[config.mk]
export PLATFORM = sky130hd
export DESIGN_NAME = mac_unit
export DESIGN_NICKNAME = d
export VERILOG_FILES = /design/src/rtl/mac_pkg.sv /design/src/rtl/mac_operand_prep.sv /design/src/rtl/mac_product_sum.sv /design/src/rtl/mac_result_pack.sv /design/src/rtl/mac_unit.sv
export SDC_FILE = /design/constraint.sdc
export NUM_CORES = 2
export LEC_CHECK = 0
export ABC_AREA = 1
export BUFFER_PORTS_ARGS = -buffer_cell sky130_fd_sc_hd__buf_2
export CORE_AREA = 4 4 331 333
export CTS_CLUSTER_DIAMETER = 80
export DETAILED_ROUTE_END_ITERATION = 12
export DIE_AREA = 0 0 335 337
export PLACE_DENSITY = 0.65
export SYNTH_ARGS = -nofsm -noshare
export SYNTH_HDL_FRONTEND = slang
export SYNTH_SLANG_ARGS = --single-unit
[constraint.sdc]
create_clock -name clk_i -period 23 [get_ports clk_i]
set_input_delay 0 -clock clk_i [delete_from_list [all_inputs] [get_ports clk_i]]
set_output_delay 0 -clock clk_i [all_outputs]
set_load 0.05 [all_outputs]
[src/rtl/mac_pkg.sv]
package mac_pkg;

  typedef enum logic [2:0] {
    OP_LO_MUL     = 3'b000,
    OP_LO_MAC     = 3'b001,
    OP_U_LONG     = 3'b100,
    OP_U_LONG_ACC = 3'b101,
    OP_S_LONG     = 3'b110,
    OP_S_LONG_ACC = 3'b111
  } mac_op_e;

  typedef struct packed {
    logic is_long;
    logic is_signed;
    logic do_acc;
  } mac_dec_t;

  // bit 1 only matters for long forms
  function automatic mac_dec_t mac_decode(logic [2:0] op);
    mac_dec_t d;
    d.is_long   = op[2];
    d.is_signed = op[2] & op[1];
    d.do_acc    = op[0];
    return d;
  endfunction

endpackage

[src/rtl/mac_operand_prep.sv]
module mac_operand_prep
  import mac_pkg::*;
#(
  parameter int DATA_W = 32,
  localparam int OPR_W = DATA_W + 1,
  localparam int RES_W = 2 * DATA_W
) (
  input  logic [2:0]        op_i,
  input  logic [DATA_W-1:0] src_a_i,
  input  logic [DATA_W-1:0] src_b_i,
  input  logic [DATA_W-1:0] acc_hi_i,
  input  logic [DATA_W-1:0] acc_lo_i,
  output logic [OPR_W-1:0]  opa_o,
  output logic [OPR_W-1:0]  opb_o,
  output logic [RES_W-1:0]  addend_o,
  output logic              is_long_o
);

  mac_dec_t dec;
  logic     ext_a;
  logic     ext_b;

  assign dec   = mac_decode(op_i);
  assign ext_a = dec.is_signed & src_a_i[DATA_W-1];
  assign ext_b = dec.is_signed & src_b_i[DATA_W-1];

  assign opa_o     = {ext_a, src_a_i};
  assign opb_o     = {ext_b, src_b_i};
  assign is_long_o = dec.is_long;

  always_comb begin
    addend_o = '0;
    if (dec.do_acc) begin
      if (dec.is_long) addend_o = {acc_hi_i, acc_lo_i};
      else             addend_o = {{DATA_W{1'b0}}, acc_lo_i};
    end
  end

endmodule

[src/rtl/mac_product_sum.sv]
module mac_product_sum #(
  parameter int DATA_W = 32,
  localparam int OPR_W = DATA_W + 1,
  localparam int RES_W = 2 * DATA_W,
  localparam int PRD_W = 2 * OPR_W
) (
  input  logic [OPR_W-1:0] opa_i,
  input  logic [OPR_W-1:0] opb_i,
  input  logic [RES_W-1:0] addend_i,
  output logic [RES_W-1:0] sum_o
);

  logic signed [PRD_W-1:0] opa_w;
  logic signed [PRD_W-1:0] opb_w;
  logic signed [PRD_W-1:0] prod;

  assign opa_w = {{OPR_W{opa_i[OPR_W-1]}}, opa_i};
  assign opb_w = {{OPR_W{opb_i[OPR_W-1]}}, opb_i};
  assign prod  = opa_w * opb_w;
  assign sum_o = prod[RES_W-1:0] + addend_i;

endmodule

[src/rtl/mac_result_pack.sv]
module mac_result_pack #(
  parameter int DATA_W = 32,
  localparam int RES_W = 2 * DATA_W
) (
  input  logic [RES_W-1:0]  sum_i,
  input  logic              is_long_i,
  output logic [DATA_W-1:0] hi_o,
  output logic [DATA_W-1:0] lo_o,
  output logic              neg_o,
  output logic              zero_o
);

  logic lo_zero;
  logic hi_zero;

  assign lo_o    = sum_i[DATA_W-1:0];
  assign hi_o    = is_long_i ? sum_i[RES_W-1:DATA_W] : '0;
  assign lo_zero = (lo_o == '0);
  assign hi_zero = (hi_o == '0);
  assign neg_o   = is_long_i ? sum_i[RES_W-1] : sum_i[DATA_W-1];
  assign zero_o  = lo_zero & hi_zero;

endmodule

[src/rtl/mac_unit.sv]
module mac_unit
  import mac_pkg::*;
#(
  parameter int DATA_W = 32,
  localparam int OPR_W = DATA_W + 1,
  localparam int RES_W = 2 * DATA_W
) (
  input  logic              clk_i,
  input  logic              rst_ni,
  input  logic              req_valid_i,
  output logic              req_ready_o,
  input  logic [2:0]        op_i,
  input  logic              set_flags_i,
  input  logic [DATA_W-1:0] src_a_i,
  input  logic [DATA_W-1:0] src_b_i,
  input  logic [DATA_W-1:0] acc_hi_i,
  input  logic [DATA_W-1:0] acc_lo_i,
  output logic              res_valid_o,
  output logic [DATA_W-1:0] res_hi_o,
  output logic [DATA_W-1:0] res_lo_o,
  output logic              flag_valid_o,
  output logic              flag_n_o,
  output logic              flag_z_o
);

  logic             ready_q;
  logic             accept;

  logic [OPR_W-1:0] opa_d, opb_d;
  logic [RES_W-1:0] addend_d;
  logic             long_d;

  logic             s1_valid_q, s1_flags_q, s1_long_q;
  logic [OPR_W-1:0] s1_opa_q, s1_opb_q;
  logic [RES_W-1:0] s1_addend_q;

  logic [RES_W-1:0]  sum;
  logic [DATA_W-1:0] hi_d, lo_d;
  logic              neg_d, zero_d;

  assign req_ready_o = ready_q;
  assign accept      = req_valid_i & ready_q;

  always_ff @(posedge clk_i or negedge rst_ni) begin
    if (!rst_ni) ready_q <= 1'b0;
    else         ready_q <= 1'b1;
  end

  mac_operand_prep #(.DATA_W(DATA_W)) u_prep (
    .op_i      (op_i),
    .src_a_i   (src_a_i),
    .src_b_i   (src_b_i),
    .acc_hi_i  (acc_hi_i),
    .acc_lo_i  (acc_lo_i),
    .opa_o     (opa_d),
    .opb_o     (opb_d),
    .addend_o  (addend_d),
    .is_long_o (long_d)
  );

  // stage 1: capture prepared operands
  always_ff @(posedge clk_i or negedge rst_ni) begin
    if (!rst_ni) begin
      s1_valid_q  <= 1'b0;
      s1_flags_q  <= 1'b0;
      s1_long_q   <= 1'b0;
      s1_opa_q    <= '0;
      s1_opb_q    <= '0;
      s1_addend_q <= '0;
    end else begin
      s1_valid_q <= accept;
      if (accept) begin
        s1_flags_q  <= set_flags_i;
        s1_long_q   <= long_d;
        s1_opa_q    <= opa_d;
        s1_opb_q    <= opb_d;
        s1_addend_q <= addend_d;
      end
    end
  end

  mac_product_sum #(.DATA_W(DATA_W)) u_mul (
    .opa_i    (s1_opa_q),
    .opb_i    (s1_opb_q),
    .addend_i (s1_addend_q),
    .sum_o    (sum)
  );

  mac_result_pack #(.DATA_W(DATA_W)) u_pack (
    .sum_i     (sum),
    .is_long_i (s1_long_q),
    .hi_o      (hi_d),
    .lo_o      (lo_d),
    .neg_o     (neg_d),
    .zero_o    (zero_d)
  );

  // stage 2: result and flags
  always_ff @(posedge clk_i or negedge rst_ni) begin
    if (!rst_ni) begin
      res_valid_o  <= 1'b0;
      res_hi_o     <= '0;
      res_lo_o     <= '0;
      flag_valid_o <= 1'b0;
      flag_n_o     <= 1'b0;
      flag_z_o     <= 1'b0;
    end else begin
      res_valid_o  <= s1_valid_q;
      flag_valid_o <= s1_valid_q & s1_flags_q;
      if (s1_valid_q) begin
        res_hi_o <= hi_d;
        res_lo_o <= lo_d;
      end
      if (s1_valid_q && s1_flags_q) begin
        flag_n_o <= neg_d;
        flag_z_o <= zero_d;
      end
    end
  end

endmodule

==> impl_metrics.ini <==
[yosys]
synthTopCellsByArea = fa_1 (47%), inv_1 (15%), nand2_1 (15%)
synthSimpleGateAreaFrac_pct = 18.0
syn_inst = 6609
synthFlopType = dfrtp_1
yosysWarnings = 0
synth-compound-area-share_pct = 2.00
synth_edf_count = 0
synth-seq-area-share_pct = 9.73
yosys_register_bits = 202
synth_mux_area_share_pct = 0
synth_nets = 8195
syn_area_per_cell_sq_um = 7.86
async_flop_share_pct = 100
yosysTopAreaCellShare_pct = 47.1
synthesis.area_sq_um = 51900
synth_area_leader_cell = fa_1
synth_top_family_by_area = adder cells
yosysUniqueCellTypes = 38
synthXorXnorAreaFrac_pct = 0.573
synth_fa_ha_area_share_pct = 52.6

[finish]
final_nets = 8346
fin_cells = 8188
layout-drive-gt1-share_pct = 6.19
final_common_cell = inv_1
area_growth_pct = 9.26
final_cell_mix = inv_1 (2035), nand2_1 (2019), fa_1 (1223)
fin_util_pct = 53.2
n_antenna_cell = 0

[worst_setup_path]
crit_arrival_ns = 9.44
r2r_slack_ns = 14.16
critPathLaunchType = flop
crit_path_end_kind = flop
r2r-end = flag_z_o
reg2reg_depth = 26
r2r_start = s1_opb_q[0]
path_max_fanout = 34
cp.required_ns = 23.60
worstSetupPathType = flop to flop

[drt]
dr_total_vias = 40600
ant_nets = 0
drt_first_pass_iters = 7
post_drt_wl_per_cell_um = 18.4
drt_iter0_drc = 2798
finalWirelength_um = 150000
drcViolationCount = 0
viasPerCell = 4.96

[sta]
timing_worst_slew_pin_value_ns = 0.999
fin_worst_skew_ns = 0.0156
period_share_pct = 38.4
max_freq_mhz = 113
rsz0062_at_grt = false
drv_slew = 0
hold_violations = 0
finalSetupTns_ns = 0
max-slew-margin-rel_pct = 33.4
setup_viol = 0
worst_slack_ns = 14.16
period_minus_slack_ns = 8.84

[placement]
dp_hpwl_um = 124000
gp_congestion = 0.937
io_buffers = 203
place_inst = 7956
place_ws_ns = 14.18

[clock_tree]
cts_setup_buffers = 0
ctsResizeCount = 0
clk_pin_slew_ns = 0.06
insertion_delay_ns = 0.66
clock-sinks = 202
cts_max_level = 1
cts.path.max_buffers = 3
cts-root-buf = clkbuf_16
cts_tree = built
cts_buffers = 31

[floorplanning]
initial_core_util_pct = 48.7
core_sq_um = 107000
placementRows = 120
fp.dieH_um = 337
io_pins = 204
die_w_um = 335
die_area_sq_um = 113000

[grt]
grt_pass1_wl_um = 245000
grt_pass1_vias = 43500
grt-ovfl-total = 0
antenna_found_initial = 3
grt_max_degree = 123
grt_use_total_pct = 28.0

[hold_path]
min_path_type = input port to asynchronous set/reset pin

[job]
maxCapViolCount = 0

[outcome]
status = finished, final reports clean
-- repair_timing --
item / 4_1_cts / 5_1_grt
endpoints found under the hold margin: 228 / 0
endpoints found under the setup margin: 0 / 0
hold buffers: 174 / 0
-- cells by family after synthesis --
logic type | count (synthesis)
adders and majority gates | 1451
buffers and inverters | 2362
other | 1
AOI/OAI and AO/OA | 203
DFF | 202
xor gates and xnor gates | 34
and+or+nand+nor | 2356
-- per-stage QoR --
stage,instance area [sq um],hold slack [ns]
finish,56800,0.0131
floorplan,51900,-0.296
global placement,54000,0.126
global route,56800,0.0552
detailed placement,54000,0.149
CTS,56800,0.00135
-- cell usage after synthesis (all sizes together) (2+ instances only) --
| cell type | instances |
|---|---|
| a21oi | 52 |
| and2 | 7 |
| and3 | 3 |
| buf | 6 |
| clkbuf | 309 |
| clkinv | 2 |
| dfrtp | 202 |
| fa | 1223 |
| ha | 228 |
| inv | 2045 |
| nand2 | 2044 |
| nand3 | 97 |
| nand3b | 9 |
| nand4 | 21 |
| nor2 | 149 |
| nor3 | 11 |
| o21ai | 142 |
| o21bai | 3 |
| o22ai | 3 |
| or2 | 13 |
| xnor2 | 25 |
| xor2 | 9 |
-- sequential cells by signal, summed over array words and instances (netlist names) --
name and count:
res_lo_o 32, s1_long_q 1, flag_z_o 1, res_hi_o 32, s1_addend_q 64, flag_valid_o 1, flag_n_o 1, s1_opb_q 33
s1_opa_q 33, req_ready_o 1, s1_valid_q 1, res_valid_o 1, s1_flags_q 1
-- worst max-delay path: stages, from the launching register on --
cell and delay (ns):
dfrtp_1 0.33, buf_4 0.41, nand2_1 0.17, inv_1 0.16, fa_1 0.48, fa_1 1.10, inv_1 0.61, fa_1 0.63
fa_1 0.55, inv_1 0.06, fa_1 0.47, fa_1 0.50, fa_1 0.55, fa_1 0.43, ha_1 0.46, nand2_1 0.13
nor2_1 0.24, nand4_1 0.18, nor2_1 0.30, nand3_1 0.22, nand2_1 0.10, nand2_1 0.05, nand3_1 0.16, nand3_1 0.14
nor3_2 0.15, nand4_1 0.10, nand2_1 0.07
-- routing by layer --
metal | global-route usage (%) | share of wire [%]
met5 | 0 | 0.0086
met4 | 6.89 | 2.9
met3 | 3.99 | 7.5
met2 | 44.4 | 45
met1 | 41.1 | 45
-- layout make-up --
class / count / area, sq um
timing repair buffer: 433 / 3190
multi-input combinational: 4045 / 38000
inverter: 2047 / 7680
fill: 10100 / 49800
clock inverter: 19 / 190
clock buffer: 39 / 826
tap: 1403 / 1760
sequential: 202 / 5080
-- worst max-delay path by stage --
stage	startpoint	to	slack (ns)	depth (start not counted)
floorplan	s1_opb_q[1]	flag_z_o	15.43	31
global placement	s1_opb_q[0]	flag_z_o	14.25	28
detailed placement	s1_opb_q[0]	flag_z_o	14.18	28
CTS	s1_opb_q[0]	flag_z_o	14.14	28
global route	s1_opb_q[0]	flag_z_o	13.69	30
finish	s1_opb_q[0]	flag_z_o	14.16	26
Power is left out: the tool's default activity adds up to more than one toggle a clock period on the data nets, which glitch-free logic cannot reach.
